--- src/rtl/sp_round_pack.sv ---
module sp_round_pack #(
  parameter int MANT_W = 32,
  parameter int EXP_W  = 10
) (
  input  logic              clk,
  input  logic              rst_n,
  input  logic              in_valid,
  input  logic [1:0]        in_class,
  input  logic              in_sign,
  input  logic [EXP_W-1:0]  in_exp,
  input  logic [MANT_W-1:0] in_mant,
  input  logic              in_sticky,
  input  logic [1:0]        in_mode,
  input  logic              in_unf_trap_en,
  output logic              out_valid,
  output logic [31:0]       out_word,
  output logic              o_inexact,
  output logic              o_frac_inexact,
  output logic              o_round_up,
  output logic              o_overflow,
  output logic              o_underflow
);
  localparam int FRAC_W = 23;
  localparam int KEEP_W = FRAC_W + 3;
  localparam int LOW_W  = MANT_W - KEEP_W;
  localparam int BW     = EXP_W + 3;
  localparam int SH_W   = $clog2(KEEP_W + 2);
  localparam int BIAS   = 127;

  logic signed [BW-1:0] biased, shv, exp_n;
  logic                 is_sub, stk, lost, g, r, inx, inc, to_inf, promote;
  logic [SH_W-1:0]      sh;
  logic [2*KEEP_W-1:0]  wide;
  logic [KEEP_W-1:0]    keep;
  logic [FRAC_W:0]      body;
  logic [FRAC_W+1:0]    sum;
  logic [31:0]          word_d;
  logic [4:0]           flg_d;

  assign biased = $signed({{3{in_exp[EXP_W-1]}}, in_exp}) + BW'(BIAS);
  assign is_sub = biased <= 0;
  assign shv    = BW'(1) - biased;

  always_comb begin
    if (!is_sub)                 sh = '0;
    else if (shv > KEEP_W)       sh = SH_W'(KEEP_W + 1);
    else                         sh = shv[SH_W-1:0];
  end

  assign wide = {in_mant[MANT_W-1 -: KEEP_W], {KEEP_W{1'b0}}} >> sh;
  assign keep = wide[2*KEEP_W-1:KEEP_W];
  assign lost = |wide[KEEP_W-1:0];
  assign stk  = in_sticky | (|in_mant[LOW_W-1:0]) | lost;
  assign body = keep[KEEP_W-1:2];
  assign g    = keep[1];
  assign r    = keep[0];
  assign inx  = g | r | stk;

  always_comb begin
    unique case (in_mode)
      2'b00:   inc = g & (r | stk | body[0]);
      2'b01:   inc = 1'b0;
      2'b10:   inc = inx & ~in_sign;
      default: inc = inx & in_sign;
    endcase
  end

  always_comb begin
    unique case (in_mode)
      2'b00:   to_inf = 1'b1;
      2'b01:   to_inf = 1'b0;
      2'b10:   to_inf = ~in_sign;
      default: to_inf = in_sign;
    endcase
  end

  assign sum     = {1'b0, body} + {{(FRAC_W+1){1'b0}}, inc};
  assign exp_n   = biased + BW'(sum[FRAC_W+1]);
  assign promote = sum[FRAC_W];

  always_comb begin
    word_d = {in_sign, 31'b0};
    flg_d  = '0;
    unique case (in_class)
      2'b00: word_d = {in_sign, 31'b0};
      2'b10: word_d = {in_sign, 8'hFF, 23'b0};
      2'b11: word_d = {in_sign, 8'hFF, 1'b1, in_mant[MANT_W-3 -: FRAC_W-1]};
      default: begin
        flg_d[4:2] = {inx, inx, inc};
        if (is_sub) begin
          word_d   = {in_sign, 7'b0, promote, sum[FRAC_W-1:0]};
          flg_d[0] = ~promote & (inx | in_unf_trap_en);
        end else if (exp_n >= BW'(255)) begin
          word_d   = to_inf ? {in_sign, 8'hFF, 23'b0} : {in_sign, 8'hFE, {FRAC_W{1'b1}}};
          flg_d[1] = to_inf;
        end else begin
          word_d   = {in_sign, exp_n[7:0], sum[FRAC_W-1:0]};
        end
      end
    endcase
  end

  always_ff @(posedge clk or negedge rst_n) begin
    if (!rst_n) begin
      out_valid <= 1'b0;
      out_word  <= '0;
      {o_inexact, o_frac_inexact, o_round_up, o_overflow, o_underflow} <= '0;
    end else begin
      out_valid <= in_valid;
      if (in_valid) begin
        out_word <= word_d;
        {o_inexact, o_frac_inexact, o_round_up, o_overflow, o_underflow} <= flg_d;
      end
    end
  end
endmodule


--- config.mk ---
export PLATFORM = sky130hd
export DESIGN_NAME = sp_round_pack
export DESIGN_NICKNAME = d
export VERILOG_FILES = /design/src/rtl/sp_round_pack.sv
export SDC_FILE = /design/constraint.sdc
export NUM_CORES = 1
export LEC_CHECK = 0
export ABC_AREA = 1
export CAP_MARGIN = 20
export CORE_UTILIZATION = 60
export DETAILED_ROUTE_END_ITERATION = 10
export PLACE_DENSITY = 0.87
export SYNTH_ARGS = -nofsm -noshare
export SYNTH_HDL_FRONTEND = slang
export SYNTH_SLANG_ARGS = --single-unit
--- constraint.sdc ---
create_clock -name clk -period 1.5 [get_ports clk]
set_input_delay 0.3 -clock clk [delete_from_list [all_inputs] [get_ports clk]]
set_output_delay 0.3 -clock clk [all_outputs]
set_load 0.02 [all_outputs]
==> flow_metrics.env, run 1 <==
export IMPL_status="did not finish"
export IMPL_haltStage="4_1_cts"
export IMPL_stop_error="[ERROR DPL-0038] Utilization greater than 100%, impossible to legalize"
export IMPL_seq_area_frac_synth_pct=17.03
export IMPL_clockRootBuffer="clkbuf_8"
export IMPL_synth_top_area_share_pct=22.17
export IMPL_clk_path_buf_depth=2
export IMPL_ys_ff_latch=37
export IMPL_synth_edf_count=0
export IMPL_postCtsResizedCells=349
export IMPL_synthArstFlopShare_pct=100.0
export IMPL_start_util_pct=62.02
export IMPL_synth_avg_cell_area_um2=5.586
export IMPL_io_buffers=89
export IMPL_die_w_um=97.18
export IMPL_synth_warnings=0
export IMPL_synth_main_ff_cell="dfrtp_1"
export IMPL_postCtsSetupBuffers=77
export IMPL_post_dp_hpwl_um=21670
export IMPL_io_pins=90
export IMPL_post_place_ws_ps=-6008
export IMPL_place_area_mm2=0.008182
export IMPL_yosysUniqueCellTypes=40
export IMPL_holdBufCountCts=1
export IMPL_syn_nets=1035
export IMPL_gp_congestion=1.143
export IMPL_synthCells=973
export IMPL_synth_area_top_cells="nand2_1 (22%), dfrtp_1 (17%), nand3_1 (17%), nor2_1 (6.8%), inv_1 (4.4%)"
export IMPL_num_rows=34
export IMPL_die_height_um=97.18
export IMPL_cts_buffers=5
export IMPL_synth_common_cells="nand2_1 (321), nand3_1 (182), nor2_1 (98)"
export IMPL_cts_sinks=37
export IMPL_synth_largest_area_cell="nand2_1"
export IMPL_yosysMostFrequentCell="nand2_1"
export IMPL_syn_cell_area_mm2=0.005435
export IMPL_h_tree_depth=2
-- cell families after synthesis --
group	Yosys count	share of synthesized area, %
simple gates	708	60.70
flops	37	17.04
compound gates	98	10.11
fa+ha+maj	10	2.302
buf+inv	120	9.852
-- stage by stage --
stage                     util, %  cells
after global placement      93.36   1363
after floorplan                 -    973
after detailed placement    93.36   1363
==> inputs of run 2 (changes only) <==
Settings changed: CORE_UTILIZATION 60 to 40, PLACE_DENSITY 0.87 to not set, PLACE_DENSITY_LB_ADDON set to 0.15.
==> run 2 against run 1 <==
Against the previous run:
- the flow now finishes, with violations (setup timing)
- area after synthesis unchanged
- synthesized cell count unchanged
==> flow_metrics.env, run 2 <==
export IMPL_mostFrequentLayoutCells="nand2_1 (266), buf_4 (256), nand3_1 (109), nor2_1 (81), nand3_2 (77)"
export IMPL_drt_first_pass_iters=5
export IMPL_synth_top_area_share_pct=22.17
export IMPL_synth_edf_count=0
export IMPL_hp_class="in -> async"
export IMPL_rsz0062_at_grt="yes"
export IMPL_yosysUniqueCellTypes=40
export IMPL_cap_violations=0
export IMPL_syn_nets=1035
export IMPL_cpLargestDelayFamily="simple AND/OR/NAND/NOR gates"
export IMPL_fin_ws_ps=-4720
export IMPL_largest_reg_flops=32
export IMPL_drive_gt1_share_pct=43.40
export IMPL_critPathArrivalTime_ps=6390
export IMPL_synthCells=973
export IMPL_h_tree_depth=2
export IMPL_worst_path_buf_inv=12
export IMPL_final_cells=1501
export IMPL_max_freq_mhz=160.8
export IMPL_slew_headroom_pct=66.73
export IMPL_crit_path_start_kind="input port"
export IMPL_path_class="in -> reg"
export IMPL_ys_ff_latch=37
export IMPL_synth_common_cells="nand2_1 (321), nand3_1 (182), nor2_1 (98)"
export IMPL_die_w_um=118.6
export IMPL_p_leak_nw=4.957
export IMPL_io_pins=90
export IMPL_cp_data_required_time_ps=1670
export IMPL_vias=8410
export IMPL_start_util_pct=41.04
export IMPL_ir_worst_vdd_mv=0.5552
export IMPL_fin_tns_setup_ps=-154530
export IMPL_core_region_area_mm2=0.01324
export IMPL_die_height_um=118.6
export IMPL_areaGrowthSynthToFinish_pct=83.59
export IMPL_cp_slowest_cell="a21oi_4"
export IMPL_post_place_ws_ps=-5631
export IMPL_insertion_delay_ps=270
export IMPL_drc=0
export IMPL_grt_pass1_vias=8015
export IMPL_timing_final_max_slew_violations=0
export IMPL_power_density_mw_per_mm2=678.1
export IMPL_drt_total_wl_um=26020
export IMPL_status="complete, but fails checks"
export IMPL_seq_area_frac_synth_pct=17.03
export IMPL_yosysMostFrequentCell="nand2_1"
export IMPL_cp_end_kind="register"
export IMPL_hold_viol=0
export IMPL_period_minus_slack_ps=6220
export IMPL_violations="setup timing"
export IMPL_synth_main_ff_cell="dfrtp_1"
export IMPL_final_common_cell="nand2_1"
export IMPL_min_period_over_period_pct=414.6
export IMPL_drtIter0Drc=1007
export IMPL_cts_buffers=5
export IMPL_setup_violations=35
export IMPL_cts_sinks=37
export IMPL_synthArstFlopShare_pct=100.0
export IMPL_post_dp_hpwl_um=18320
export IMPL_io_buffers=89
export IMPL_largest_register="out_word"
export IMPL_crit_fanout=12
export IMPL_p_total_mw=6.767
export IMPL_cts_tree="yes"
export IMPL_fin_nets=1386
export IMPL_syn_cell_area_mm2=0.005435
export IMPL_synth_warnings=0
export IMPL_dp_cells=1436
export IMPL_clock_skew_ps=0
export IMPL_num_rows=42
export IMPL_clockRootBuffer="clkbuf_16"
export IMPL_grt_max_degree=38
export IMPL_synth_largest_area_cell="nand2_1"
export IMPL_antenna_found_initial=0
export IMPL_gp_congestion=0.9954
export IMPL_gr_total_overflow=0
export IMPL_antenna_left=0
export IMPL_grt_use_total_pct=36.02
export IMPL_clk_path_buf_depth=2
export IMPL_viasPerCell=5.603
export IMPL_antenna_cells=0
export IMPL_wl_per_cell_um=17.33
export IMPL_tightest_slew_ps=497.2
export IMPL_synth_avg_cell_area_um2=5.586
export IMPL_dieArea_mm2=0.01406
export IMPL_clk_pin_slew_ps=60
export IMPL_synth_area_top_cells="nand2_1 (22%), dfrtp_1 (17%), nand3_1 (17%), nor2_1 (6.8%), inv_1 (4.4%)"
export IMPL_grt_pass1_wl_um=40420
export IMPL_slowest_delay_ps=310
==> run 2: cell counts after synthesis <==
Identical to the previous run, type by type.
==> run 2: what timing repair did <==
item / CTS / global route
endpoints found under the hold margin: 0 / 0
gates resized for setup: 229 / 82
gates cloned: 10 / 2
pin swaps: 85 / 65
setup buffers: 37 / 11
setup endpoints to repair: 73 / 35
hold buffers: 0 / 0
==> run 2: worst paths after layout <==
| path | start | to | slack (ps) | cells after the start |
|---|---|---|---|---|
| max in group asynchronous | rst_n | o_round_up | 1110 | 2 |
| min | rst_n | out_word[27] | 50 | 2 |
| min in group clk | out_word[22] | out_word[22] | 470 | 2 |
| max reg2reg | out_word[20] | out_word[20] | 730 | 2 |
| max | in_exp[0] | out_word[6] | -4720 | 54 |
| min reg2reg | out_word[22] | out_word[22] | 470 | 2 |
==> run 2: cell type report <==
cell class / count / area [um2]
multi-input combinational: 821 / 5056
timing repair buffer: 377 / 3278
fill: 1010 / 3264
sequential: 37 / 925.9
inverter: 80 / 334.1
tap: 176 / 220.2
clock buffer: 5 / 125.1
clock inverter: 3 / 21.27
timing repair inverter: 2 / 17.52
==> run 2: kinds of logic (layout without fill, tap and decap cells) <==
family,count (synthesis),count (layout),synth area share (%)
buf+inv,120,467,9.852
simple gates,708,713,60.70
fa+ha+maj,10,10,2.302
compound gates,98,98,10.11
flops,37,37,17.04
==> run 2: worst register-to-register path, delay by kind of cell, from the launching register on <==
kind	cells	cell delay (ps)
AND/OR/NAND/NOR	1	80
flip-flops	1	380
AO/OA/AOI/OAI	1	190
==> run 2: routing by layer <==
metal,wire length [um],global-route usage [%],part of all wire (%),up-vias
met5,0,0,0,-
met2,11820,57.31,45,504
met4,1392,18.99,5.4,0
li1,-,-,-,3937
met1,10790,47.95,41,3849
met3,2020,3.668,7.8,120
==> run 2: report_power, final <==
group / switching [mW] / internal (mW) / leakage (nW)
Sequential: 0.0613 / 1.10 / 0.450
Clock: 0.413 / 0.617 / 0.0702
Combinational: 2.54 / 2.03 / 4.44
Total: 3.02 / 3.75 / 4.96
==> run 2: per-stage QoR <==
stage	hold slack (ps)	utilization, %	area [um2]
detailed placement	362.1	62.99	8342
finish	53.18	75.35	9978
floorplan	4.409	-	5607
CTS	64.06	72.28	9572
global placement	362.1	62.99	8342
global route	96.14	75.35	9978
(Power assumes the default switching activity.)
